$ cat config.mk
export PLATFORM = sky130hd
export DESIGN_NAME = fall_motion_irq
export DESIGN_NICKNAME = d
export VERILOG_FILES = /design/src/rtl/fmd_pkg.sv /design/src/rtl/fmd_axis_mag.sv /design/src/rtl/fmd_decim.sv /design/src/rtl/fmd_debounce.sv /design/src/rtl/fall_motion_irq.sv
export SDC_FILE = /design/constraint.sdc
export NUM_CORES = 1
export LEC_CHECK = 0
export BUFFER_PORTS_ARGS = -buffer_cell sky130_fd_sc_hd__buf_4
export CORE_MARGIN = 1
export CORE_UTILIZATION = 40
export DETAILED_ROUTE_END_ITERATION = 7
export PLACE_DENSITY = 0.71
export REMOVE_ABC_BUFFERS = 1
export SYNTH_ARGS = -nofsm -noshare
export SYNTH_HDL_FRONTEND = slang
export SYNTH_HIERARCHICAL = 1
export SYNTH_SLANG_ARGS = --single-unit
$ cat constraint.sdc
create_clock -name clk -period 4.01 [get_ports clk]
set_clock_uncertainty 0.15 [all_clocks]
set_input_delay 1.203 -clock clk [delete_from_list [all_inputs] [get_ports clk]]
set_output_delay 1.203 -clock clk [all_outputs]
set_load 0.005 [all_outputs]
$ cat src/rtl/fmd_pkg.sv
package fmd_pkg;
  localparam int unsigned FMD_AXES = 3;

  typedef enum logic {
    DET_ALL_BELOW = 1'b0,
    DET_ANY_ABOVE = 1'b1
  } det_kind_e;
endpackage

$ cat src/rtl/fmd_axis_mag.sv
module fmd_axis_mag #(
  parameter int unsigned SMP_W = 12,
  parameter int unsigned THR_W = 8
) (
  input  logic signed [SMP_W-1:0] smp,
  output logic        [THR_W-1:0] mag_hi
);
  localparam int unsigned MAG_W = SMP_W - 1;

  logic             neg;
  logic [SMP_W-1:0] inv;
  logic [MAG_W-1:0] mag;

  always_comb begin
    neg = smp[SMP_W-1];
    inv = (~smp) + {{(SMP_W-1){1'b0}}, 1'b1};
    if (!neg) begin
      mag = smp[MAG_W-1:0];
    end else if (inv[SMP_W-1]) begin
      mag = {MAG_W{1'b1}};
    end else begin
      mag = inv[MAG_W-1:0];
    end
    mag_hi = mag[MAG_W-1 -: THR_W];
  end
endmodule

$ cat src/rtl/fmd_decim.sv
module fmd_decim #(
  parameter int unsigned RATE_W = 2
) (
  input  logic              clk,
  input  logic              rst_n,
  input  logic              acc,
  input  logic [RATE_W-1:0] rate,
  output logic              take
);
  localparam int unsigned CNT_W = (1 << RATE_W) - 1;

  logic [CNT_W-1:0] cnt_q;
  logic [CNT_W-1:0] cnt_d;
  logic [CNT_W:0]   div;
  logic [CNT_W:0]   inc;

  always_comb begin
    div   = {{CNT_W{1'b0}}, 1'b1} << rate;
    inc   = {1'b0, cnt_q} + {{CNT_W{1'b0}}, 1'b1};
    cnt_d = cnt_q;
    if (acc) begin
      if (inc >= div) begin
        cnt_d = '0;
      end else begin
        cnt_d = inc[CNT_W-1:0];
      end
    end
    take = acc && (cnt_q == '0);
  end

  always_ff @(posedge clk or negedge rst_n) begin
    if (!rst_n) begin
      cnt_q <= '0;
    end else if (acc) begin
      cnt_q <= cnt_d;
    end
  end
endmodule

$ cat src/rtl/fmd_debounce.sv
module fmd_debounce
  import fmd_pkg::*;
#(
  parameter int unsigned N_AX  = FMD_AXES,
  parameter int unsigned THR_W = 8,
  parameter int unsigned DLY_W = 8,
  parameter det_kind_e   KIND  = DET_ALL_BELOW
) (
  input  logic                       clk,
  input  logic                       rst_n,
  input  logic                       take,
  input  logic [N_AX-1:0][THR_W-1:0] mag,
  input  logic [THR_W-1:0]           thr,
  input  logic [DLY_W-1:0]           dly,
  input  logic                       en,
  input  logic                       lat,
  input  logic                       clr,
  output logic                       flag
);
  logic [N_AX-1:0]  ax_hit;
  logic             crit;
  logic             hit;
  logic [DLY_W-1:0] run_q;
  logic [DLY_W-1:0] run_d;
  logic [DLY_W:0]   run_inc;
  logic             flag_q;
  logic             flag_d;

  genvar g;
  generate
    for (g = 0; g < N_AX; g++) begin : g_ax
      if (KIND == DET_ALL_BELOW) begin : g_lo
        assign ax_hit[g] = mag[g] < thr;
      end else begin : g_hi
        assign ax_hit[g] = mag[g] > thr;
      end
    end
    if (KIND == DET_ALL_BELOW) begin : g_all
      assign crit = &ax_hit;
    end else begin : g_any
      assign crit = |ax_hit;
    end
  endgenerate

  always_comb begin
    run_inc = {1'b0, run_q} + {{DLY_W{1'b0}}, 1'b1};
    hit     = crit && (run_inc > {1'b0, dly});
    run_d   = run_q;
    if (take) begin
      if (!crit) begin
        run_d = '0;
      end else if (run_q != {DLY_W{1'b1}}) begin
        run_d = run_inc[DLY_W-1:0];
      end
    end
  end

  always_comb begin
    flag_d = flag_q;
    if (!en || clr) begin
      flag_d = 1'b0;
    end else if (take) begin
      if (lat) begin
        flag_d = flag_q | hit;
      end else begin
        flag_d = hit;
      end
    end
  end

  always_ff @(posedge clk or negedge rst_n) begin
    if (!rst_n) begin
      run_q <= '0;
    end else if (take) begin
      run_q <= run_d;
    end
  end

  always_ff @(posedge clk or negedge rst_n) begin
    if (!rst_n) begin
      flag_q <= 1'b0;
    end else begin
      flag_q <= flag_d;
    end
  end

  assign flag = flag_q;
endmodule

$ cat src/rtl/fall_motion_irq.sv
module fall_motion_irq
  import fmd_pkg::*;
#(
  parameter int unsigned SMP_W  = 12,
  parameter int unsigned THR_W  = 8,
  parameter int unsigned DLY_W  = 8,
  parameter int unsigned RATE_W = 2
) (
  input  logic                    clk,
  input  logic                    rst_n,
  input  logic                    ce,
  input  logic                    smp_vld,
  input  logic signed [SMP_W-1:0] smp_x,
  input  logic signed [SMP_W-1:0] smp_y,
  input  logic signed [SMP_W-1:0] smp_z,
  input  logic [THR_W-1:0]        ff_thr,
  input  logic [DLY_W-1:0]        ff_dly,
  input  logic [THR_W-1:0]        mot_thr,
  input  logic [DLY_W-1:0]        mot_dly,
  input  logic                    cfg_ff_en,
  input  logic                    cfg_ff_lat,
  input  logic                    cfg_mot_lat,
  input  logic [RATE_W-1:0]       cfg_rate,
  input  logic                    mot_en,
  input  logic                    stat_we,
  input  logic [1:0]              stat_wd,
  output logic                    irq_pin,
  output logic                    ff_flag,
  output logic                    mot_flag
);
  localparam int unsigned N_AX = FMD_AXES;

  logic signed [SMP_W-1:0]    smp_arr [N_AX];
  logic [N_AX-1:0][THR_W-1:0] mag;
  logic                       acc;
  logic                       take;
  logic                       ff_clr;
  logic                       mot_clr;

  assign smp_arr[0] = smp_x;
  assign smp_arr[1] = smp_y;
  assign smp_arr[2] = smp_z;

  genvar g;
  generate
    for (g = 0; g < N_AX; g++) begin : g_mag
      fmd_axis_mag #(
        .SMP_W (SMP_W),
        .THR_W (THR_W)
      ) u_mag (
        .smp    (smp_arr[g]),
        .mag_hi (mag[g])
      );
    end
  endgenerate

  assign acc = ce && smp_vld;

  fmd_decim #(
    .RATE_W (RATE_W)
  ) u_decim (
    .clk   (clk),
    .rst_n (rst_n),
    .acc   (acc),
    .rate  (cfg_rate),
    .take  (take)
  );

  assign ff_clr  = stat_we && !stat_wd[0];
  assign mot_clr = (stat_we && !stat_wd[1]) || (cfg_mot_lat && !mot_en);

  fmd_debounce #(
    .N_AX  (N_AX),
    .THR_W (THR_W),
    .DLY_W (DLY_W),
    .KIND  (DET_ALL_BELOW)
  ) u_ff (
    .clk   (clk),
    .rst_n (rst_n),
    .take  (take),
    .mag   (mag),
    .thr   (ff_thr),
    .dly   (ff_dly),
    .en    (cfg_ff_en),
    .lat   (cfg_ff_lat),
    .clr   (ff_clr),
    .flag  (ff_flag)
  );

  fmd_debounce #(
    .N_AX  (N_AX),
    .THR_W (THR_W),
    .DLY_W (DLY_W),
    .KIND  (DET_ANY_ABOVE)
  ) u_mot (
    .clk   (clk),
    .rst_n (rst_n),
    .take  (take),
    .mag   (mag),
    .thr   (mot_thr),
    .dly   (mot_dly),
    .en    (1'b1),
    .lat   (cfg_mot_lat),
    .clr   (mot_clr),
    .flag  (mot_flag)
  );

  assign irq_pin = ff_flag || (mot_flag && mot_en);
endmodule

==> impl_results.html, run 1 <==
<table>
<tr><th>Metric</th><th>Value</th></tr>
<tr><th colspan="2">Run status</th></tr>
<tr><td>Run status</td><td>finished, final reports clean</td></tr>
<tr><th colspan="2">Critical path</th></tr>
<tr><td>Required time at the endpoint of the critical path</td><td>about 4.0 ns</td></tr>
<tr><td>Worst setup path category</td><td>primary input to flop</td></tr>
<tr><td>Worst R2R Setup Slack</td><td>between 1 and 1.5 ns</td></tr>
<tr><td>CP delay by family, top</td><td>simple AND/OR/NAND/NOR gates</td></tr>
<tr><td>Startpoint kind of the worst setup timing path</td><td>primary input</td></tr>
<tr><td>Worst path buffer plus inverter count</td><td>2</td></tr>
<tr><td>Kind of end point of the critical path</td><td>flop</td></tr>
<tr><td>Critical path peak fanout</td><td>7</td></tr>
<tr><td>Slowest cell on the critical path</td><td>or4_4</td></tr>
<tr><td>R2R depth</td><td>9</td></tr>
<tr><td>Startpoint of the most critical register-to-register path</td><td>u_mot/run_q[0]$_DFFE_PN0P_</td></tr>
<tr><td>Critical Path Max Stage Delay</td><td>between 0.5 and 0.6 ns</td></tr>
<tr><td>Cell repeated most along the worst path</td><td>buf_4</td></tr>
<tr><td>Crit-path cells</td><td>buf_4 &gt; or3_4 &gt; or4_4 &gt; nor2b_1 &gt; mux2i_1 &gt; ha_1 &gt; o211ai_1 &gt; nor2_1 &gt; a221oi_4 &gt; nand3_4 &gt; buf_4 &gt; o22ai_1</td></tr>
<tr><td>Reg2Reg Capture Point</td><td>u_mot/flag$_DFFE_PN0P_</td></tr>
<tr><td>Data arrival, critical path</td><td>~4.0 ns</td></tr>
<tr><th colspan="2">Global routing</th></tr>
<tr><td>Initial antenna violation count</td><td>0</td></tr>
<tr><td>Number of global-route vias before repair</td><td>between 3k and 4k</td></tr>
<tr><td>Met1 GRT Util</td><td>approximately a quarter</td></tr>
<tr><td>Met3 track utilization from global routing</td><td>under 10%</td></tr>
<tr><td>M2 GR Usage</td><td>about a third</td></tr>
<tr><td>Aggregate global-route resource usage</td><td>19.1%</td></tr>
<tr><td>Wire length of the first global-routing pass</td><td>15.5 mm</td></tr>
<tr><td>Maximum number of pins on one net before global-route repair</td><td>30</td></tr>
<tr><td>Global routing's busiest layer</td><td>met2</td></tr>
<tr><td>Total overflow reported by the global router</td><td>0</td></tr>
<tr><th colspan="2">Die</th></tr>
<tr><td>Initial Utilization</td><td>approximately two fifths</td></tr>
<tr><td>I/O pin count</td><td>84</td></tr>
<tr><td>Vert. Die Dim</td><td>97.6 um</td></tr>
<tr><td>Die W</td><td>around 100 um</td></tr>
<tr><td>Std-Cell Rows</td><td>34</td></tr>
<tr><td>Core area</td><td>8760 sq um</td></tr>
<tr><td>Die ar.</td><td>9520 sq um</td></tr>
<tr><th colspan="2">Route</th></tr>
<tr><td>Number of vias per cell</td><td>around 5.4</td></tr>
<tr><td>First-iteration detailed-routing DRC count</td><td>around 150</td></tr>
<tr><td>Detailed Route WL</td><td>slightly above 9 mm</td></tr>
<tr><td>Routed via count</td><td>~3.7k</td></tr>
<tr><td>Routed length per placed instance</td><td>approximately 14 um</td></tr>
<tr><td>DRT antenna net count</td><td>0</td></tr>
<tr><td>Number of iterations in the first detailed-routing pass</td><td>4</td></tr>
<tr><td>DRC violations left</td><td>0</td></tr>
<tr><th colspan="2">STA</th></tr>
<tr><td>RSZ-0062 raised after global routing</td><td>yes</td></tr>
<tr><td>Final number of hold-violating endpoints</td><td>0</td></tr>
<tr><td>Final setup vio count</td><td>0</td></tr>
<tr><td>Relative slew margins</td><td>66.4%</td></tr>
<tr><td>Min Clock Period, post-route</td><td>between 3 and 4 ns</td></tr>
<tr><td>Achievable frequency</td><td>255 MHz</td></tr>
<tr><td>Fraction of the cycle the final worst path needs</td><td>between 90% and 100%</td></tr>
<tr><td>Post-route worst setup slack</td><td>0.0855 ns</td></tr>
<tr><td>Actual slew at the worst max-slew pin</td><td>0.505 ns</td></tr>
<tr><td>Slew Viols, Final</td><td>0</td></tr>
<tr><th colspan="2">Power and ir drop</th></tr>
<tr><td>Maximum resistive drop on vdd</td><td>approximately 0.18 mV</td></tr>
<tr><td>Switching part of the total</td><td>42.6%</td></tr>
<tr><td>Clock network fraction of design power</td><td>roughly 11%</td></tr>
<tr><td>Power share of the combinational group</td><td>between 60% and 70%</td></tr>
<tr><td>Power density cells</td><td>roughly 260 nW/um^2</td></tr>
<tr><td>Internal power consumption</td><td>around 0.73 mW</td></tr>
<tr><td>Sequential share of power</td><td>a little over a quarter</td></tr>
<tr><td>P_leak</td><td>about 2.4 nW</td></tr>
<tr><td>Net switching power</td><td>about 0.54 mW</td></tr>
<tr><td>Tot Pwr</td><td>about 1.3 mW</td></tr>
<tr><th colspan="2">Yosys</th></tr>
<tr><td>Fraction of synthesis flops using an asynchronous set or reset pin</td><td>100%</td></tr>
<tr><td>Synth cell types</td><td>between 60 and 70</td></tr>
<tr><td>Number of enable-type register cells in the synthesized netlist</td><td>0</td></tr>
<tr><td>Area leader, netlist</td><td>ha_1</td></tr>
<tr><td>Cells after Synth</td><td>around 440</td></tr>
<tr><td>Dominant cells by area after synthesis</td><td>ha_1 24%, dfrtp_1 14%, a21oi_1 5.1%, inv_1 4.9%, xor2_1 4.8%</td></tr>
<tr><td>Synthesized cell area</td><td>3650 sq um</td></tr>
<tr><td>Yosys warns</td><td>6</td></tr>
<tr><td>Average size of a mapped cell</td><td>between 8 and 9 sq um</td></tr>
<tr><td>Synthesis-stage register bit count</td><td>21</td></tr>
<tr><td>Top-area cell type share of the netlist area</td><td>a little under a quarter</td></tr>
<tr><td>Sequential fraction of the synthesis area</td><td>about 14%</td></tr>
<tr><td>Predominant post-synthesis flop cell</td><td>dfrtp_1</td></tr>
<tr><th colspan="2">Clock tree</th></tr>
<tr><td>Number of CTS-inserted buffers</td><td>3</td></tr>
<tr><td>Clock latency of the later-clocked register in the worst-skew pair</td><td>around 0.26 ns</td></tr>
<tr><td>Buffers from clock root to sink, at most</td><td>2</td></tr>
<tr><td>CTS tree</td><td>done</td></tr>
<tr><td>Clock root cell</td><td>clkbuf_8</td></tr>
<tr><td>Clock-pin transition on the worst setup and hold timing paths</td><td>0.08 ns</td></tr>
<tr><td>Clock tree sinks</td><td>21</td></tr>
<tr><td>Number of H-tree levels</td><td>1</td></tr>
<tr><th colspan="2">Placed design</th></tr>
<tr><td>Post-placement setup slack</td><td>-0.270 ns</td></tr>
<tr><td>Count of buffers inserted at the top-level ports</td><td>between 80 and 90</td></tr>
<tr><td>Final GP Congestion</td><td>0.870</td></tr>
<tr><td>Half-perimeter wire length of the detailed placement result</td><td>around 8 mm</td></tr>
<tr><td>Cell count after placement</td><td>~670</td></tr>
<tr><th colspan="2">Cells and area</th></tr>
<tr><td>Fill cell count</td><td>791</td></tr>
<tr><td>Highest-count cells in the layout ignoring fill and taps</td><td>130 x buf_4, 69 x ha_1, 48 x inv_1</td></tr>
<tr><td>Antenna Cells</td><td>0</td></tr>
<tr><td>Layout cells sized above 1</td><td>between 30% and 40%</td></tr>
<tr><td>Most common cell after layout, fill and taps aside</td><td>buf_4</td></tr>
<tr><td>Utilization after layout</td><td>~55%</td></tr>
<tr><td>Number of standard cells in the layout, taps in and fillers out</td><td>676</td></tr>
<tr><td>Area growth from synthesis to final layout</td><td>32.0%</td></tr>
<tr><td>Final layout net count</td><td>between 700 and 800</td></tr>
<tr><th colspan="2">Hold path</th></tr>
<tr><td>Hold WC Path Type</td><td>flop to flop</td></tr>
<tr><td>Worst Hold Path Cells</td><td>2</td></tr>
<tr><td>Worst min-delay path startpoint</td><td>u_mot/flag$_DFFE_PN0P_</td></tr>
<tr><td>Endpoint with the worst hold slack</td><td>u_mot/flag$_DFFE_PN0P_</td></tr>
<tr><th colspan="2">Run</th></tr>
<tr><td>Count of max-cap constraint violations</td><td>0</td></tr>
</table>
layout make-up:
| cell class | instances | area (sq um) | area share, % |
|---|---|---|---|
| tap | 108 | 135 | 2.80 |
| inverter | 48 | 180 | 3.73 |
| timing repair buffer | 132 | 1020 | 21.1 |
| clock inverter | 1 | 5.00 | 0.104 |
| multi-input combinational | 363 | 2920 | 60.6 |
| sequential | 21 | 526 | 10.9 |
| clock buffer | 3 | 41.3 | 0.856 |
logic make-up (layout without fill, tap and decap cells):
family                     count (synthesis)  after routing  share of synthesized area, %
and+or+nand+nor                          131            131                          23.5
AOI/OAI and AO/OA                        130            130                          23.9
buffers and inverters                     57            184                          6.47
adders and majority gates                 69             69                          23.6
DFF                                       21             21                          14.4
xor gates and xnor gates                  22             22                          5.27
muxes                                     10             10                          2.74
other                                      1              1                         0.103
cell usage after synthesis (all sizes together), types with 10 or more instances:
library cell and count:
nor2 10, and3 16, a21oi 37, mux2i 10, xor2 20, nor2b 12, inv 48, ha 69
dfrtp 21, nand4 10, nand2 26, nand3 10, o21ai 33, o22ai 10
worst min-delay path, cell delays in order (launching register included):
cell and delay (ns):
dfrtp_1 0.39, nand3_1 0.07, o21ai_0 0.07
worst max path at each step:
stage	startpoint	endpoint	slack [ns]	depth (start not counted)
floorplan	smp_z[1]	u_ff/run_q[2]$_DFFE_PN0P_	0.1	10
global placement	smp_z[3]	u_ff/run_q[2]$_DFFE_PN0P_	-0.15	10
detailed placement	smp_z[3]	u_ff/run_q[6]$_DFFE_PN0P_	-0.27	11
CTS	smp_z[1]	u_ff/run_q[6]$_DFFE_PN0P_	0.07	12
global route	smp_z[1]	u_ff/run_q[2]$_DFFE_PN0P_	-0.02	11
finish	smp_x[1]	u_ff/run_q[4]$_DFFE_PN0P_	0.09	12
metrics by stage:
step	TNS [ns]	instance area, sq um	hold slack, ns
finish	0	4830	0.419
global route	-0.0465	4830	0.464
CTS	0	4800	0.424
detailed placement	-3.19	4740	0.400
global placement	-1.75	4740	0.375
floorplan	0	3600	0.363
sequential cells by signal, indices dropped and copies added, names as in the netlist:
| name | cells |
|---|---|
| u_ff/run_q | 8 |
| u_mot/run_q | 8 |
| u_decim/cnt_q | 3 |
| u_ff/flag | 1 |
| u_mot/flag | 1 |
routing by layer:
metal | up-vias | routed length, um | share of wire (%)
li1 | 1892 | - | -
met4 | 0 | 81 | 0.88
met5 | - | 0 | 0
met2 | 70 | 4540 | 49
met1 | 1708 | 4210 | 46
met3 | 8 | 341 | 3.7
power groups by stage:
stage                     clock network [mW]  registers [mW]  logic (mW)
final                                  0.141           0.336       0.792
after floorplan                            0           0.322       0.524
after global routing                   0.157           0.348       0.898
after global placement                     0           0.337       0.753
after CTS                              0.147           0.335       0.793
after detailed placement                   0           0.338       0.790
repair_timing:
item,in CTS,in global routing
endpoints found under the setup margin,2,9
gates resized for setup,1,5
hold buffers,0,0
setup buffers,0,1
pin swaps,0,6
(Power assumes the default switching activity.)
==> run 2, diff against run 1 <==
- clock period: 4.01 -> 4.2 ns (I/O delays scaled with it)
==> impl_results.html, run 2 (synthesis results as in run 1) <==
<table>
<tr><th>Metric</th><th>Value</th></tr>
<tr><th colspan="2">Power and ir drop</th></tr>
<tr><td>Net switching power</td><td>about 0.50 mW</td></tr>
<tr><td>P_leak</td><td>approximately 2.3 nW</td></tr>
<tr><td>Sequential share of power</td><td>27.6%</td></tr>
<tr><td>Maximum resistive drop on vdd</td><td>about 0.17 mV</td></tr>
<tr><td>Switching part of the total</td><td>between 40 and 50%</td></tr>
<tr><td>Internal power consumption</td><td>0.665 mW</td></tr>
<tr><td>Clock network fraction of design power</td><td>11.3%</td></tr>
<tr><td>Power share of the combinational group</td><td>about three fifths</td></tr>
<tr><td>Power density cells</td><td>258 nW/um^2</td></tr>
<tr><th colspan="2">Clock tree</th></tr>
<tr><td>Clock tree sinks</td><td>21</td></tr>
<tr><td>Hold buffers post-CTS</td><td>0</td></tr>
<tr><td>Clock latency of the later-clocked register in the worst-skew pair</td><td>0.26 ns</td></tr>
<tr><td>Post-CTS setup-driven buffer insertion count</td><td>0</td></tr>
<tr><td>Clock root cell</td><td>clkbuf_8</td></tr>
<tr><td>Clock-pin transition on the worst setup and hold timing paths</td><td>about 0.080 ns</td></tr>
<tr><td>Buffers from clock root to sink, at most</td><td>2</td></tr>
<tr><td>CTS tree</td><td>done</td></tr>
<tr><td>Number of CTS-inserted buffers</td><td>3</td></tr>
<tr><td>Number of H-tree levels</td><td>1</td></tr>
<tr><th colspan="2">Route</th></tr>
<tr><td>Detailed Route WL</td><td>about 8.8 mm</td></tr>
<tr><td>Number of iterations in the first detailed-routing pass</td><td>4</td></tr>
<tr><td>Routed via count</td><td>about 3.6k</td></tr>
<tr><td>DRT antenna net count</td><td>0</td></tr>
<tr><td>Number of vias per cell</td><td>roughly 5.5</td></tr>
<tr><td>DRC violations left</td><td>0</td></tr>
<tr><td>First-iteration detailed-routing DRC count</td><td>117</td></tr>
<tr><td>Routed length per placed instance</td><td>around 14 um</td></tr>
<tr><th colspan="2">Cells and area</th></tr>
<tr><td>Number of standard cells in the layout, taps in and fillers out</td><td>about 640</td></tr>
<tr><td>Fill cell count</td><td>approximately 850</td></tr>
<tr><td>Area growth from synthesis to final layout</td><td>23.9%</td></tr>
<tr><td>Regs by FF count</td><td>u_ff/run_q (8), u_mot/run_q (8), u_decim/cnt_q (3)</td></tr>
<tr><td>Highest-count cells in the layout ignoring fill and taps</td><td>96 x buf_4, 69 x ha_1, 48 x inv_1</td></tr>
<tr><td>Final layout net count</td><td>slightly below 700</td></tr>
<tr><td>Antenna Cells</td><td>0</td></tr>
<tr><td>Utilization after layout</td><td>51.7%</td></tr>
<tr><td>Most common cell after layout, fill and taps aside</td><td>buf_4</td></tr>
<tr><td>Layout cells sized above 1</td><td>a little over a quarter</td></tr>
<tr><th colspan="2">Hold path</th></tr>
<tr><td>Worst Hold Path Cells</td><td>2</td></tr>
<tr><td>Endpoint with the worst hold slack</td><td>u_mot/flag$_DFFE_PN0P_</td></tr>
<tr><td>Hold WC Path Type</td><td>flop to flop</td></tr>
<tr><td>Worst min-delay path startpoint</td><td>u_mot/flag$_DFFE_PN0P_</td></tr>
<tr><th colspan="2">STA</th></tr>
<tr><td>Min Clock Period, post-route</td><td>around 4.0 ns</td></tr>
<tr><td>Fraction of the cycle the final worst path needs</td><td>94.8%</td></tr>
<tr><td>Final setup vio count</td><td>0</td></tr>
<tr><td>Total Negative Setup Slacks</td><td>0 ns</td></tr>
<tr><td>Worst hold slack</td><td>around 0.41 ns</td></tr>
<tr><td>Achievable frequency</td><td>251 MHz</td></tr>
<tr><td>Slew Viols, Final</td><td>0</td></tr>
<tr><td>RSZ-0062 raised after global routing</td><td>no</td></tr>
<tr><td>Final number of hold-violating endpoints</td><td>0</td></tr>
<tr><th colspan="2">Global routing</th></tr>
<tr><td>Total overflow reported by the global router</td><td>0</td></tr>
<tr><td>M2 GR Usage</td><td>around a third</td></tr>
<tr><td>Global routing's busiest layer</td><td>met2</td></tr>
<tr><td>Wire length of the first global-routing pass</td><td>around 14 mm</td></tr>
<tr><td>Number of global-route vias before repair</td><td>~3.3k</td></tr>
<tr><td>Met3 track utilization from global routing</td><td>2.16%</td></tr>
<tr><td>Met1 GRT Util</td><td>23.9%</td></tr>
<tr><td>Initial antenna violation count</td><td>0</td></tr>
<tr><td>Maximum number of pins on one net before global-route repair</td><td>31</td></tr>
<tr><td>Aggregate global-route resource usage</td><td>between 10% and 20%</td></tr>
<tr><th colspan="2">Critical path</th></tr>
<tr><td>Kind of end point of the critical path</td><td>flop</td></tr>
<tr><td>Startpoint kind of the worst setup timing path</td><td>primary input</td></tr>
<tr><td>Reg2Reg Capture Point</td><td>u_mot/flag$_DFFE_PN0P_</td></tr>
<tr><td>Data arrival, critical path</td><td>approximately 4.0 ns</td></tr>
<tr><td>Worst setup path category</td><td>primary input to flop</td></tr>
<tr><td>R2R depth</td><td>9</td></tr>
<tr><td>Startpoint of the most critical register-to-register path</td><td>u_mot/run_q[0]$_DFFE_PN0P_</td></tr>
<tr><td>Worst R2R Setup Slack</td><td>approximately 1.4 ns</td></tr>
<tr><td>Required time at the endpoint of the critical path</td><td>4.22 ns</td></tr>
<tr><td>Critical path peak fanout</td><td>7</td></tr>
<tr><th colspan="2">Placed design</th></tr>
<tr><td>Final GP Congestion</td><td>roughly 0.85</td></tr>
<tr><td>Count of buffers inserted at the top-level ports</td><td>83</td></tr>
<tr><td>Cell count after placement</td><td>637</td></tr>
<tr><td>Half-perimeter wire length of the detailed placement result</td><td>~7.4 mm</td></tr>
<tr><th colspan="2">Die</th></tr>
<tr><td>Std-Cell Rows</td><td>34</td></tr>
<tr><td>I/O pin count</td><td>between 80 and 90</td></tr>
<tr><td>Initial Utilization</td><td>a little over two fifths</td></tr>
<tr><td>Die ar.</td><td>9520 sq um</td></tr>
<tr><td>Core area</td><td>8760 sq um</td></tr>
<tr><td>Vert. Die Dim</td><td>97.6 um</td></tr>
<tr><td>Die W</td><td>97.6 um</td></tr>
<tr><th colspan="2">Run status</th></tr>
<tr><td>Run status</td><td>finished, final reports clean</td></tr>
<tr><th colspan="2">Run</th></tr>
<tr><td>Count of max-cap constraint violations</td><td>0</td></tr>
</table>
==> run 2: cell types whose count changed in the layout (fill, tap and decap cells not counted), sizes merged <==
cell	previous run	this run
buf	132	97
==> run 2: stage by stage <==
stage          area (sq um)  total power, mW  worst slack [ns]
2_1_floorplan          3600            0.809             0.231
3_3_place_gp           4470             1.01           -0.0200
3_5_place_dp           4470             1.04           -0.0960
4_1_cts                4520             1.18             0.142
5_1_grt                4530             1.29            0.0662
6_report               4530             1.17             0.219
==> run 2: what timing repair did <==
action,CTS,global route
gates resized for setup,0,1
setup endpoints to repair,0,3
hold endpoints to repair,0,0
==> run 2: layer usage <==
metal | wire length (um) | part of all wire, %
met3 | 332 | 3.8
met4 | 50 | 0.57
met5 | 0 | 0
met2 | 4250 | 48
met1 | 4160 | 47
==> run 2: worst max-delay path by stage <==
stage / startpoint / to / slack, ns / cells past startpoint
final: smp_x[1] / u_ff/flag$_DFFE_PN0P_ / 0.22 / 11
after detailed placement: smp_z[3] / u_ff/run_q[5]$_DFFE_PN0P_ / -0.1 / 11
after global routing: smp_z[3] / u_ff/flag$_DFFE_PN0P_ / 0.07 / 10
after global placement: smp_z[3] / u_ff/run_q[2]$_DFFE_PN0P_ / -0.02 / 10
after CTS: smp_z[3] / u_ff/run_q[2]$_DFFE_PN0P_ / 0.14 / 10
after floorplan: smp_z[1] / u_ff/run_q[2]$_DFFE_PN0P_ / 0.23 / 10
==> run 2: power groups by stage <==
| stage | registers (mW) | logic, mW | clock network [mW] |
|---|---|---|---|
| floorplan | 0.308 | 0.501 | 0 |
| global placement | 0.322 | 0.684 | 0 |
| detailed placement | 0.324 | 0.715 | 0 |
| CTS | 0.322 | 0.719 | 0.138 |
| global route | 0.334 | 0.805 | 0.148 |
| finish | 0.322 | 0.715 | 0.132 |
==> run 2: worst max-delay path, cell delays in order <==
cell	delay, ns
buf_4	0.11
or3_4	0.40
or4_4	0.57
nor2b_1	0.15
mux2i_1	0.27
ha_1	0.30
o211ai_1	0.09
nor2_1	0.09
a221oi_4	0.32
nand3_4	0.16
o32ai_2	0.28
==> run 2: layout make-up <==
cell class              count  area [sq um]  area share (%)
repair buffers             97           741            16.4
clock buffers               3          41.3           0.912
well taps                 108           135            2.98
inverters                  48           180            3.98
flip-flops and latches     21           526            11.6
clock inverters             1          5.00           0.111
multi-input cells         363          2900            64.1
